===== src/rtl/wdog_pkg.sv =====
package wdog_pkg;
  localparam logic [7:0] OFF_COUNT   = 8'h00;
  localparam logic [7:0] OFF_RELOAD  = 8'h04;
  localparam logic [7:0] OFF_RESTART = 8'h08;
  localparam logic [7:0] OFF_CTRL    = 8'h0C;
  localparam logic [7:0] OFF_SETUP   = 8'h18;
  localparam logic [7:0] OFF_SPARE   = 8'h1C;

  localparam logic [15:0] RESTART_KEY = 16'h4755;
  localparam logic [7:0]  KEY_POL_HI  = 8'hA5;
  localparam logic [7:0]  KEY_POL_LO  = 8'h5A;
  localparam logic [7:0]  KEY_PP_ON   = 8'hA8;
  localparam logic [7:0]  KEY_PP_OFF  = 8'h8A;

  localparam int CTRL_W   = 7;
  localparam int CB_EN    = 0;
  localparam int CB_TSEL  = 4;

  typedef struct packed {
    logic en_rise;
    logic en_fall;
    logic restart;
  } wd_evt_t;
endpackage


===== src/rtl/wdog_tick.sv =====
module wdog_tick #(
  parameter int PRESCALE = 24
) (
  input  logic clk,
  input  logic rst_n,
  input  logic sel_us_i,
  output logic us_tick_o,
  output logic cnt_tick_o
);
  generate
    if (PRESCALE > 1) begin : g_div
      localparam int PW = $clog2(PRESCALE);
      logic [PW-1:0] pre;

      always_ff @(posedge clk or negedge rst_n) begin
        if (!rst_n)         pre <= '0;
        else if (us_tick_o) pre <= '0;
        else                pre <= pre + 1'b1;
      end

      assign us_tick_o = (pre == PW'(PRESCALE - 1));

      p_tick_sparse_r7: assert property (@(posedge clk) disable iff (!rst_n)
        us_tick_o |=> !us_tick_o)
        else $error("microsecond tick on consecutive cycles");
    end else begin : g_pass
      assign us_tick_o = 1'b1;
    end
  endgenerate

  assign cnt_tick_o = sel_us_i ? us_tick_o : 1'b1;
endmodule


===== src/rtl/wdog_regs.sv =====
module wdog_regs import wdog_pkg::*; #(
  parameter int              ADDR_W   = 8,
  parameter int              DATA_W   = 32,
  parameter int              PW_W     = 20,
  parameter logic [DATA_W-1:0] CNT_INIT = 32'h03EF1480,
  parameter logic [PW_W-1:0]   PW_INIT  = 20'h000FF
) (
  input  logic              clk,
  input  logic              rst_n,
  input  logic [ADDR_W-1:0] bus_addr,
  input  logic              bus_we,
  input  logic [DATA_W-1:0] bus_wdata,
  output logic [DATA_W-1:0] bus_rdata,
  input  logic [DATA_W-1:0] cnt_i,
  input  logic              exp_clr_i,
  output logic              ctrl_en_o,
  output logic              tick_us_o,
  output logic [DATA_W-1:0] reload_o,
  output logic [PW_W-1:0]   pw_o,
  output logic              pol_hi_o,
  output logic              push_pull_o,
  output wd_evt_t           evt_o
);
  localparam int PAD_W = DATA_W - 2 - PW_W;

  logic              aligned, wr;
  logic              hit_reload, hit_restart, hit_ctrl, hit_setup, hit_spare;
  logic [CTRL_W-1:0] ctrl;
  logic [DATA_W-1:0] spare;
  logic [7:0]        key;

  assign aligned     = (bus_addr[1:0] == 2'b00);
  assign wr          = bus_we && aligned;
  assign hit_reload  = (bus_addr == ADDR_W'(OFF_RELOAD));
  assign hit_restart = (bus_addr == ADDR_W'(OFF_RESTART));
  assign hit_ctrl    = (bus_addr == ADDR_W'(OFF_CTRL));
  assign hit_setup   = (bus_addr == ADDR_W'(OFF_SETUP));
  assign hit_spare   = (bus_addr == ADDR_W'(OFF_SPARE));
  assign key         = bus_wdata[DATA_W-1 -: 8];

  always_comb begin
    evt_o.en_rise = wr && hit_ctrl &&  bus_wdata[CB_EN] && !ctrl[CB_EN];
    evt_o.en_fall = wr && hit_ctrl && !bus_wdata[CB_EN] &&  ctrl[CB_EN];
    evt_o.restart = wr && hit_restart && (bus_wdata[15:0] == RESTART_KEY);
  end

  always_ff @(posedge clk or negedge rst_n) begin
    if (!rst_n) begin
      reload_o    <= CNT_INIT;
      ctrl        <= '0;
      pw_o        <= PW_INIT;
      pol_hi_o    <= 1'b0;
      push_pull_o <= 1'b0;
      spare       <= '0;
    end else begin
      if (wr && hit_reload) reload_o <= bus_wdata;
      if (wr && hit_spare)  spare    <= bus_wdata;
      if (exp_clr_i)                            ctrl <= '0;
      else if (evt_o.en_rise || evt_o.en_fall)  ctrl <= bus_wdata[CTRL_W-1:0];
      if (wr && hit_setup) begin
        pw_o <= bus_wdata[PW_W-1:0];
        case (key)
          KEY_POL_HI: pol_hi_o    <= 1'b1;
          KEY_POL_LO: pol_hi_o    <= 1'b0;
          KEY_PP_ON:  push_pull_o <= 1'b1;
          KEY_PP_OFF: push_pull_o <= 1'b0;
          default: ;
        endcase
      end
    end
  end

  assign ctrl_en_o = ctrl[CB_EN];
  assign tick_us_o = ctrl[CB_TSEL];

  always_comb begin
    bus_rdata = '0;
    if (aligned) begin
      if (bus_addr == ADDR_W'(OFF_COUNT)) bus_rdata = cnt_i;
      if (hit_reload) bus_rdata = reload_o;
      if (hit_ctrl)   bus_rdata = {{(DATA_W-CTRL_W){1'b0}}, ctrl};
      if (hit_setup)  bus_rdata = {pol_hi_o, push_pull_o, {PAD_W{1'b0}}, pw_o};
      if (hit_spare)  bus_rdata = spare;
    end
  end

  p_ctrl_hold_r4: assert property (@(posedge clk) disable iff (!rst_n)
    (wr && hit_ctrl && (bus_wdata[CB_EN] == ctrl[CB_EN]) && !exp_clr_i) |=> $stable(ctrl))
    else $error("control changed without an enable toggle");
endmodule


===== src/rtl/wdog_core.sv =====
module wdog_core import wdog_pkg::*; #(
  parameter int              DATA_W   = 32,
  parameter int              PW_W     = 20,
  parameter logic [DATA_W-1:0] CNT_INIT = 32'h03EF1480
) (
  input  logic              clk,
  input  logic              rst_n,
  input  wd_evt_t           evt_i,
  input  logic              ctrl_en_i,
  input  logic              cnt_tick_i,
  input  logic              us_tick_i,
  input  logic [DATA_W-1:0] reload_i,
  input  logic              mem_rst_i,
  input  logic [PW_W-1:0]   pw_i,
  input  logic              pol_hi_i,
  output logic [DATA_W-1:0] cnt_o,
  output logic              exp_clr_o,
  output logic              rst_req_o
);
  logic            run, load, expire, pulse_on;
  logic [PW_W-1:0] pulse;

  assign load   = evt_i.en_rise || evt_i.restart;
  assign expire = !evt_i.en_fall && !load && run && cnt_tick_i &&
                  (cnt_o <= DATA_W'(1));
  assign exp_clr_o = expire && mem_rst_i;

  always_ff @(posedge clk or negedge rst_n) begin
    if (!rst_n) begin
      cnt_o <= CNT_INIT;
      run   <= 1'b0;
    end else if (evt_i.en_fall) begin
      run   <= 1'b0;
    end else if (load) begin
      cnt_o <= reload_i;
      run   <= evt_i.en_rise || ctrl_en_i;
    end else if (expire) begin
      cnt_o <= '0;
      run   <= 1'b0;
    end else if (run && cnt_tick_i) begin
      cnt_o <= cnt_o - 1'b1;
    end
  end

  always_ff @(posedge clk or negedge rst_n) begin
    if (!rst_n)                          pulse <= '0;
    else if (expire && !mem_rst_i)       pulse <= pw_i;
    else if (pulse_on && us_tick_i)      pulse <= pulse - 1'b1;
  end

  assign pulse_on  = (pulse != '0);
  assign rst_req_o = pol_hi_i ? pulse_on : !pulse_on;

  p_run_needs_en_r5: assert property (@(posedge clk) disable iff (!rst_n)
    run |-> ctrl_en_i)
    else $error("counting while disabled");

  p_cnt_down_only_r5: assert property (@(posedge clk) disable iff (!rst_n)
    (!load) |=> (cnt_o <= $past(cnt_o)))
    else $error("count rose without a reload");

  p_stop_at_expiry_r8: assert property (@(posedge clk) disable iff (!rst_n)
    expire |=> (!run && cnt_o == '0))
    else $error("counter still running after expiry");

  p_no_pulse_memrst_r10: assert property (@(posedge clk) disable iff (!rst_n)
    (expire && mem_rst_i && !pulse_on) |=> !pulse_on)
    else $error("reset pulse issued during memory reset");
endmodule


===== src/rtl/wdog_ctrl.sv =====
module wdog_ctrl import wdog_pkg::*; #(
  parameter int              ADDR_W   = 8,
  parameter int              DATA_W   = 32,
  parameter int              PW_W     = 20,
  parameter int              PRESCALE = 24,
  parameter logic [DATA_W-1:0] CNT_INIT = 32'h03EF1480
) (
  input  logic              clk,
  input  logic              rst_n,
  input  logic [ADDR_W-1:0] bus_addr,
  input  logic              bus_we,
  input  logic [DATA_W-1:0] bus_wdata,
  output logic [DATA_W-1:0] bus_rdata,
  input  logic              mem_rst_i,
  output logic              rst_req_o,
  output logic              drive_pp_o
);
  logic              ctrl_en, tick_us, us_tick, cnt_tick, exp_clr, pol_hi;
  logic [DATA_W-1:0] cnt, reload;
  logic [PW_W-1:0]   pw;
  wd_evt_t           evt;

  wdog_tick #(.PRESCALE(PRESCALE)) u_tick (
    .clk(clk), .rst_n(rst_n), .sel_us_i(tick_us),
    .us_tick_o(us_tick), .cnt_tick_o(cnt_tick)
  );

  wdog_regs #(.ADDR_W(ADDR_W), .DATA_W(DATA_W), .PW_W(PW_W), .CNT_INIT(CNT_INIT)) u_regs (
    .clk(clk), .rst_n(rst_n), .bus_addr(bus_addr), .bus_we(bus_we),
    .bus_wdata(bus_wdata), .bus_rdata(bus_rdata), .cnt_i(cnt),
    .exp_clr_i(exp_clr), .ctrl_en_o(ctrl_en), .tick_us_o(tick_us),
    .reload_o(reload), .pw_o(pw), .pol_hi_o(pol_hi),
    .push_pull_o(drive_pp_o), .evt_o(evt)
  );

  wdog_core #(.DATA_W(DATA_W), .PW_W(PW_W), .CNT_INIT(CNT_INIT)) u_core (
    .clk(clk), .rst_n(rst_n), .evt_i(evt), .ctrl_en_i(ctrl_en),
    .cnt_tick_i(cnt_tick), .us_tick_i(us_tick), .reload_i(reload),
    .mem_rst_i(mem_rst_i), .pw_i(pw), .pol_hi_i(pol_hi),
    .cnt_o(cnt), .exp_clr_o(exp_clr), .rst_req_o(rst_req_o)
  );
endmodule


===== config.mk =====
export PLATFORM = sky130hd
export DESIGN_NAME = wdog_ctrl
export DESIGN_NICKNAME = d
export VERILOG_FILES = /design/src/rtl/wdog_pkg.sv /design/src/rtl/wdog_tick.sv /design/src/rtl/wdog_regs.sv /design/src/rtl/wdog_core.sv /design/src/rtl/wdog_ctrl.sv
export SDC_FILE = /design/constraint.sdc
export NUM_CORES = 1
export LEC_CHECK = 0
export ABC_CLOCK_PERIOD_IN_PS = 5440
export BUFFER_PORTS_ARGS = -buffer_cell sky130_fd_sc_hd__buf_2
export CAP_MARGIN = 20
export CORE_AREA = 2 2 116 118
export DETAILED_ROUTE_END_ITERATION = 6
export DIE_AREA = 0 0 118 120
export PLACE_DENSITY = 0.83
export RECOVER_POWER = 100
export SKIP_LAST_GASP = 1
export SLEW_MARGIN = 20
export SYNTH_ARGS = -nofsm -noshare
export SYNTH_HDL_FRONTEND = slang
export SYNTH_SLANG_ARGS = --single-unit

===== constraint.sdc =====
create_clock -name clk -period 5.44 [get_ports clk]
set_clock_uncertainty 0.1 [all_clocks]
set_input_delay 1.088 -clock clk [delete_from_list [all_inputs] [get_ports clk]]
set_output_delay 1.088 -clock clk [all_outputs]
set_load 0.01 [all_outputs]

==> results.cfg, run 1 <==
[logic_synthesis]
synth_area_leaders = dfrtp_1 (37%), mux2_2 (12%), dfstp_2 (10%)
synth-xor-area-share_pct = 1.93
synth_top_area_share_pct = 36.5
synthCells = 788
synth_compound_area_share_pct = 14.3
yosys_warnings = 0
ys_seq_area_share_pct = 46.8
async_reset_ff_share_pct = 100
synthMuxAreaShare_pct = 16.3
synthSimpleGateAreaFrac_pct = 17.5
synth_edf_count = 0
synthFlopType = dfrtp_1
syn_area_per_cell_um2 = 10.4
syn_nets = 836
synth_top_family_by_area = simple AND/OR/NAND/NOR gates
synth-seq-cells = 151
yosysUniqueCellTypes = 69
netlist_area_um2 = 8160
synth-adder-area-share_pct = 0.613
synth_top_area_cell = dfrtp_1

[clocking]
cts_tree = done
clockRootBuffer = clkbuf_16
clk_path_buf_depth = 2
htree_levels = 4
cts.clk_slew.worst_paths_ns = 0.06
cts_setup_buffers = 0
hold_buffers = 0
worstSkewPairLatency_ns = 0.43
cts_sinks = 151
cts_buffers = 17
post_cts_resized = 0

[power]
finalPower_mw = 2.65
peakVddDrop_uv = 239
p_leak_nw = 4.11
power_density_nw_per_um2 = 286

[grt]
antenna_found_initial = 0
grt_max_degree = 100
grt_overflow = 0
grt_pass1_vias = 7114
grt_usage_pct = 31.7
grt_pass1_wl_mm = 35.5

[critical_path]
worstSetupEndpointType = primary output
critical_path_class = input pin to primary output
r2r_slack_ns = 1.74
cp_data_required_time_ns = 4.25
cp.arrival_ns = 3.63
crit_chain = buf_2, or4b_2, nor2_1, buf_4, a221o_1, clkbuf_1
cpPeakStageDelay_ns = 0.91
cp_slowest_cell = nor2_1
critPathLaunchType = input pin
worstPathMaxFanout = 18

[placed_design]
dp_hpwl_mm = 14.6
portBuffers = 77
routabilityCongestion = 0.955

[worst_hold_path]
min_path_type = flip-flop to flip-flop

[timing]
tightestPinTransition_ns = 2.42
setup_viol = 0
fmax_mhz = 208
relSlewSlack_pct = -61.4
fin_tns_setup_ns = 0
drv_slew = 177
rsz0062_at_grt = false
fin_crit_sh_pct = 88.5
hold_viol = 0
period_needed_ns = 4.81

[die]
start_util_pct = 62.8
ioPinCount = 78
core_um2 = 13000
die_w_um = 118
die_area_um2 = 14200
rows = 42
fp.dieH_um = 120

[finish]
fillers = 987
multiInputGateArea_um2 = 4120
syn_to_final_growth_pct = 13.4
diodes = 0
nets = 909
drive_above_1_share_pct = 24.5
regArea_um2 = 3820

[drt]
drc = 0
drtPass1Iterations = 6
drt_iter0_drc = 656
wl_mm = 21.7
antenna_left = 0
dr_total_vias = 6906
post_drt_wl_per_cell_um = 20.7
vias_per_cell = 6.58

[run]
maxCapViolCount = 4

[run_status]
status = complete, but fails checks
violations = capacitance limit, slew limit
## synth_stat cells, types with 3 or more instances
master,count
a21boi_0,3
or3_1,8
mux2_2,84
a32oi_1,9
o21a_1,6
o21ai_0,45
or4_1,7
xor2_1,8
o21ai_1,3
nand2b_1,3
clkbuf_1,24
nor3b_1,3
nand3b_1,5
buf_1,7
nand2_1,69
a21oi_1,25
dfstp_2,32
o221ai_1,5
ha_1,4
nor2b_1,5
nand4_1,5
xnor2_1,10
and2_1,4
a2111oi_0,3
or2_2,3
nand3_1,22
nor4bb_1,4
a22oi_1,20
o211ai_1,8
mux2i_1,38
buf_2,5
nor2_1,74
a221o_1,16
dfrtp_1,119
nor4b_1,4
nor3_1,22
nand4b_1,5
nor4_1,19
inv_1,14
## worst max-delay path: cells and delay by family
family	cells	cell delay [ns]
buf+inv	3	0.69
compound gates	1	0.21
simple gates	2	1.62
## flip-flops by register name, indices dropped and copies added (netlist names)
signal and cells:
u_core.cnt_o 32, u_regs.reload_o 32, u_tick.g_div.pre 5, u_regs.pol_hi_o 1, u_regs.pw_o 20, u_regs.ctrl 7
u_core.run 1, u_regs.spare 32, u_regs.push_pull_o 1, u_core.pulse 20
## power breakdown
part | switching [mW] | total, mW | internal [mW]
combinational | 0.109 | 0.195 | 0.0860
clock | 0.459 | 1.23 | 0.768
sequential | 0.0471 | 1.22 | 1.18
total | 0.615 | 2.65 | 2.03
## cell usage in the layout, fill, tap and decap left out, types with 5 or more instances in the layout
cell type and count:
o21ai_0 47, a32oi_1 9, dfstp_2 32, nand3_1 22
nand3b_1 5, nor4_1 19, dfrtp_1 119, a21oi_1 25
nand4_1 5, xnor2_1 10, mux2i_1 38, nor2b_1 5
or4_1 8, mux2_2 84, o21a_1 6, a221o_1 16
xor2_1 8, o221ai_1 5, nor3_1 22, inv_1 14
nand4b_1 5, nand2_1 69, clkbuf_1 42, buf_2 44
a22oi_1 20, nor2_1 73, or3_1 8, buf_4 7
o211ai_1 8, clkbuf_16 17
## metal layers
metal | share of wire (%) | vias up | routed length (um) | global-route usage, %
met3 | 6.5 | 43 | 1400 | 5.70
met5 | 0 | - | 0 | 0
met1 | 42 | 3453 | 9090 | 41.2
li1 | - | 3096 | - | -
met2 | 50 | 314 | 10800 | 52.5
met4 | 2.1 | 0 | 456 | 13.5
## final timing paths
check	from	end	depth (start not counted)
worst max-delay path	bus_addr[5]	bus_rdata[10]	6
worst min-delay path	u_tick.g_div.pre[0]	u_tick.g_div.pre[0]	1
worst max register to register	u_core.cnt_o[14]	u_core.pulse[1]	6
worst min register to register	u_tick.g_div.pre[0]	u_tick.g_div.pre[0]	1
max in group asynchronous	rst_n	u_core.pulse[5]	2
min in group asynchronous	rst_n	u_core.pulse[1]	1
## cell families after synthesis
family,Yosys count
simple gates,275
compound gates,166
flops,151
mux,122
buf+inv,52
xor+xnor,18
fa+ha+maj,4
## area by class of cell
class | instances | area share (%)
clock buffer | 24 | 5.31
clock inverter | 8 | 1.30
inverter | 14 | 0.568
multi-input combinational | 585 | 44.5
sequential | 151 | 41.3
tap | 176 | 2.38
timing repair buffer | 92 | 4.64
## metrics by stage
stage / instance area (um2) / setup WS (ns) / util [%] / hold WS [ns] / cells
CTS: 9360 / 0.992 / 72.1 / 0.379 / 1050
finish: 9250 / 0.626 / 71.3 / 0.377 / 1050
detailed placement: 8740 / 1.00 / 67.4 / 0.371 / 1018
floorplan: 8160 / 1.34 / - / 0.333 / 788
global route: 9250 / 0.500 / 71.3 / 0.389 / 1050
global placement: 8740 / 1.06 / 67.4 / 0.347 / 1018
Power figures use the tool's default switching activity.
==> run 2, diff against run 1 <==
--- a/config.mk
+++ b/config.mk
@@ -6,12 +6,12 @@
 export NUM_CORES = 1
 export LEC_CHECK = 0
 export ABC_CLOCK_PERIOD_IN_PS = 5440
-export BUFFER_PORTS_ARGS = -buffer_cell sky130_fd_sc_hd__buf_2
 export CAP_MARGIN = 20
-export CORE_AREA = 2 2 116 118
+export CORE_AREA = 2 2 131 133
 export DETAILED_ROUTE_END_ITERATION = 6
-export DIE_AREA = 0 0 118 120
-export PLACE_DENSITY = 0.83
+export DIE_AREA = 0 0 133 135
+export DONT_BUFFER_PORTS = 1
+export PLACE_DENSITY = 0.63
 export RECOVER_POWER = 100
 export SKIP_LAST_GASP = 1
 export SLEW_MARGIN = 20
==> results.cfg, run 2 (synthesis results as in run 1) <==
[timing]
setup_viol = 0
fin_crit_sh_pct = 87.0
hold_viol = 0
period_needed_ns = 4.73
fin_tns_setup_ns = 0
rsz0062_at_grt = false
relSlewSlack_pct = -36.2
tightestPinTransition_ns = 2.04
drv_slew = 66
fmax_mhz = 211

[critical_path]
critical-path-top-delay-family = simple AND/OR/NAND/NOR gates
worstSetupEndpointType = primary output
worstPathMaxFanout = 18
cp_slowest_cell = nor2_1
path_buf_inv = 1
crit_chain = or4b_2, nor2_1, buf_4, a221o_1
critical_path_class = input pin to primary output
cp.arrival_ns = 3.54
cp_data_required_time_ns = 4.25
cpPeakStageDelay_ns = 1.13
critPathLaunchType = input pin

[grt]
antenna_found_initial = 0
grt_use_met3_pct = 5.14
grtUsageMet2_pct = 42.3
grt_usage_pct = 25.4
use_met1_pct = 32.7
grt_pass1_wl_mm = 35.5
grt_max_degree = 152
grt_overflow = 0
grt_pass1_vias = 6659
busiest_layer = met2

[clocking]
hold_buffers = 0
cts_buffers = 17
cts_sinks = 151
cts_setup_buffers = 0
cts_tree = done
clk_path_buf_depth = 2
post_cts_resized = 0
worstSkewPairLatency_ns = 0.44
htree_levels = 4
cts.clk_slew.worst_paths_ns = 0.06
clockRootBuffer = clkbuf_16

[power]
p_leak_nw = 3.93
peakVddDrop_uv = 229
power_density_nw_per_um2 = 302
finalPower_mw = 2.74

[die]
fp.dieH_um = 135
die_w_um = 133
start_util_pct = 49.7
die_area_um2 = 18000
rows = 47
core_um2 = 16400
ioPinCount = 78

[drt]
antenna_left = 0
dr_total_vias = 6453
vias_per_cell = 6.33
drc = 0
post_drt_wl_per_cell_um = 21.8
drtPass1Iterations = 5
wl_mm = 22.2
drt_iter0_drc = 396

[finish]
nets = 835
mostFrequentLayoutCell = dfrtp_1
diodes = 0
syn_to_final_growth_pct = 11.0
fin_util_pct = 55.2
drive_above_1_share_pct = 21.1
fin_cells = 1020
multiInputGateArea_um2 = 4130
regArea_um2 = 3820
fillers = 1448
reg.largest.list = u_core.cnt_o (32), u_regs.reload_o (32), u_regs.spare (32)
layout_common_cells = dfrtp_1 (119), mux2_2 (84), nor2_1 (74)

[run]
maxCapViolCount = 2

[run_status]
status = complete, but fails checks
violations = capacitance limit, slew limit

[placed_design]
dp.cells = 988
dp_hpwl_mm = 15.1
portBuffers = 0
routabilityCongestion = 0.891

[worst_hold_path]
min_path_type = input pin to asynchronous set/reset pin
run 2: worst paths after layout:
kind	startpoint	to	slack (ns)	depth (start not counted)
worst min register to register	u_tick.g_div.pre[0]	u_tick.g_div.pre[0]	0.38	1
worst min-delay path	rst_n	u_core.pulse[2]	0.25	0
min in group clk	u_tick.g_div.pre[0]	u_tick.g_div.pre[0]	0.38	1
worst max-delay path	bus_addr[5]	bus_rdata[2]	0.71	4
worst max register to register	u_core.cnt_o[4]	u_core.pulse[11]	1.93	6
max in group asynchronous	rst_n	u_core.cnt_o[25]	4.66	0
run 2: where the power goes:
| group | internal, mW | switching, mW |
|---|---|---|
| logic | 0.0740 | 0.0619 |
| clock network | 0.900 | 0.479 |
| registers | 1.18 | 0.0482 |
| total | 2.15 | 0.589 |
run 2: stage by stage:
step	worst slack [ns]	hold WS, ns	area, um2
finish	0.710	0.248	9060
global route	0.553	0.236	9060
CTS	1.11	0.235	9120
global placement	1.15	0.345	8430
floorplan	1.34	0.333	8160
detailed placement	1.11	0.368	8430
run 2: metal layers:
layer | vias up | wire length, um
li1 | 2949 | -
met1 | 3259 | 9950
met2 | 206 | 10700
met3 | 39 | 1030
met4 | 0 | 509
met5 | - | 0
run 2: area by class of cell:
| type | instances | area share [%] |
|---|---|---|
| clock inverter | 11 | 2.39 |
| tap | 220 | 3.04 |
| timing repair buffer | 18 | 1.01 |
| clock buffer | 21 | 5.19 |
| multi-input combinational | 585 | 45.6 |
| inverter | 14 | 0.580 |
| sequential | 151 | 42.2 |
==> run 3, diff against run 2 <==
--- a/config.mk
+++ b/config.mk
@@ -5,16 +5,17 @@
 export SDC_FILE = /design/constraint.sdc
 export NUM_CORES = 1
 export LEC_CHECK = 0
+export ABC_AREA = 1
 export ABC_CLOCK_PERIOD_IN_PS = 5440
 export CAP_MARGIN = 20
-export CORE_AREA = 2 2 131 133
+export CORE_AREA = 2 2 136 138
+export CTS_BUF_LIST = sky130_fd_sc_hd__clkbuf_16
 export DETAILED_ROUTE_END_ITERATION = 6
-export DIE_AREA = 0 0 133 135
+export DIE_AREA = 0 0 138 140
 export DONT_BUFFER_PORTS = 1
 export PLACE_DENSITY = 0.63
 export RECOVER_POWER = 100
 export SKIP_LAST_GASP = 1
-export SLEW_MARGIN = 20
 export SYNTH_ARGS = -nofsm -noshare
 export SYNTH_HDL_FRONTEND = slang
 export SYNTH_SLANG_ARGS = --single-unit
==> results.cfg, run 3 <==
[timing]
fmax_mhz = 221
rsz0062_at_grt = false
tightestPinTransition_ns = 2.33
fin_crit_sh_pct = 83.1
drv_slew = 66
timing.hold.ws_ns = 0.256
setup_viol = 0
period_needed_ns = 4.52
hold_viol = 0
fin_tns_setup_ns = 0
relSlewSlack_pct = -55.6

[grt]
antenna_found_initial = 0
grt_pass1_vias = 7556
grt_overflow = 0
grt_max_degree = 152
grt_pass1_wl_mm = 40.4
grt_usage_pct = 26.0

[clocking]
cts_setup_buffers = 0
post_cts_resized = 0
clockRootBuffer = clkbuf_16
cts_sinks = 151
clk_path_buf_depth = 2
cts_tree = done
htree_levels = 4
hold_buffers = 0
cts_buffers = 17
worstSkewPairLatency_ns = 0.42
cts.clk_slew.worst_paths_ns = 0.06

[finish]
diodes = 0
fin_area_um2 = 9480
fin_util_pct = 53.3
reg.largest.list = u_core.cnt_o (32), u_regs.reload_o (32), u_regs.spare (32)
layout_common_cells = nand2_1 (400), nor2_1 (167), dfrtp_1 (119)
nets = 1268
fillers = 1816
syn_to_final_growth_pct = 7.75
drive_above_1_share_pct = 7.14
mostFrequentLayoutCell = nand2_1

[logic_synthesis]
async_reset_ff_share_pct = 100
synth_edf_count = 0
synth_top_area_cell = dfrtp_1
netlist_top_cells_count = nand2_1 (397), nor2_1 (162), dfrtp_1 (119)
synth-seq-cells = 151
synth_most_common_cell = nand2_1
synth_area_leaders = dfrtp_1 (34%), nand2_1 (17%), dfstp_2 (9.6%)
yosys_warnings = 0
syn_nets = 1283
synth_top_area_share_pct = 33.8
netlist_area_um2 = 8800
syn_area_per_cell_um2 = 7.12
yosysUniqueCellTypes = 48
synthFlopType = dfrtp_1
ys_seq_area_share_pct = 43.4
synthCells = 1235

[worst_hold_path]
min_path_type = input pin to asynchronous set/reset pin

[drt]
vias_per_cell = 5.42
dr_total_vias = 7927
wl_mm = 24.5
post_drt_wl_per_cell_um = 16.8
drt_iter0_drc = 614
drtPass1Iterations = 5
antenna_left = 0
drc = 0

[die]
die_area_um2 = 19300
die_w_um = 138
rows = 49
core_um2 = 17800
fp.dieH_um = 140
ioPinCount = 78
start_util_pct = 49.5

[placed_design]
portBuffers = 0
dp_hpwl_mm = 17.1
postPlaceCellArea_um2 = 8900
routabilityCongestion = 0.912

[critical_path]
critPathLaunchType = input pin
worstPathMaxFanout = 10
critical_path_class = input pin to primary output
r2r_slack_ns = 1.70
cp_data_required_time_ns = 4.25
cp.arrival_ns = 3.33
worstSetupEndpointType = primary output

[power]
peakVddDrop_uv = 213
power_density_nw_per_um2 = 268
p_leak_nw = 4.43

[run_status]
violations = capacitance limit, slew limit
status = complete, but fails checks

[run]
maxCapViolCount = 2
[run 3: cell families after synthesis]
group,Yosys count,share of synthesized area [%]
AND/OR/NAND/NOR,715,34.2
AO/OA/AOI/OAI,182,11.8
buffers and inverters,161,7.82
flip-flops,151,43.4
XOR/XNOR,22,2.19
adder cells (fa/ha/maj),4,0.569
[run 3: area by class of cell]
type / instances / area (um2) / share of cell area (%)
flip-flops and latches: 151 / 3820 / 40.3
clock inverters: 15 / 211 / 2.23
well taps: 229 / 287 / 3.02
multi-input cells: 923 / 4220 / 44.6
inverters: 115 / 434 / 4.58
clock buffers: 17 / 425 / 4.49
repair buffers: 12 / 80.1 / 0.845
[run 3: power breakdown]
part	switching, mW	internal (mW)	total, mW	leakage (nW)
clock network	0.481	0.807	1.29	0.299
logic	0.0483	0.0250	0.0733	2.23
registers	0.0225	1.16	1.18	1.90
[run 3: metrics by stage]
| stage | power, mW | worst slack, ns | std cells |
|---|---|---|---|
| finish | 2.54 | 0.922 | 1462 |
| global route | 2.62 | 0.632 | 1462 |
| CTS | 2.56 | 1.35 | 1459 |
| detailed placement | 1.27 | 1.35 | 1427 |
| global placement | 1.27 | 1.36 | 1427 |
| floorplan | 1.25 | 1.90 | 1235 |
[run 3: worst max-delay path, cell delays in order]
cell,delay (ns)
nor2_1,0.33
inv_1,0.13
nor3_1,0.98
nor2_1,0.23
o211ai_1,0.18
nand3_1,0.10
a21oi_1,0.29
[run 3: worst paths after layout]
check                                       to                start  cells past startpoint
setup / recovery                  bus_rdata[4]          bus_addr[1]                      7
hold / removal                u_core.pulse[12]                rst_n                      0
setup reg to reg              u_core.cnt_o[25]       u_regs.ctrl[0]                      6
hold reg to reg            u_tick.g_div.pre[0]  u_tick.g_div.pre[0]                      1
max in group asynchronous     u_core.cnt_o[19]                rst_n                      0
min in group clk           u_tick.g_div.pre[0]  u_tick.g_div.pre[0]                      1
[run 3: metal layers]
layer	track usage, %	wire [um]	vias up
li1	-	-	3950
met1	37.2	11600	3740
met2	41.5	11200	215
met3	4.27	1440	22
met4	6.28	294	0
met5	0	0	-
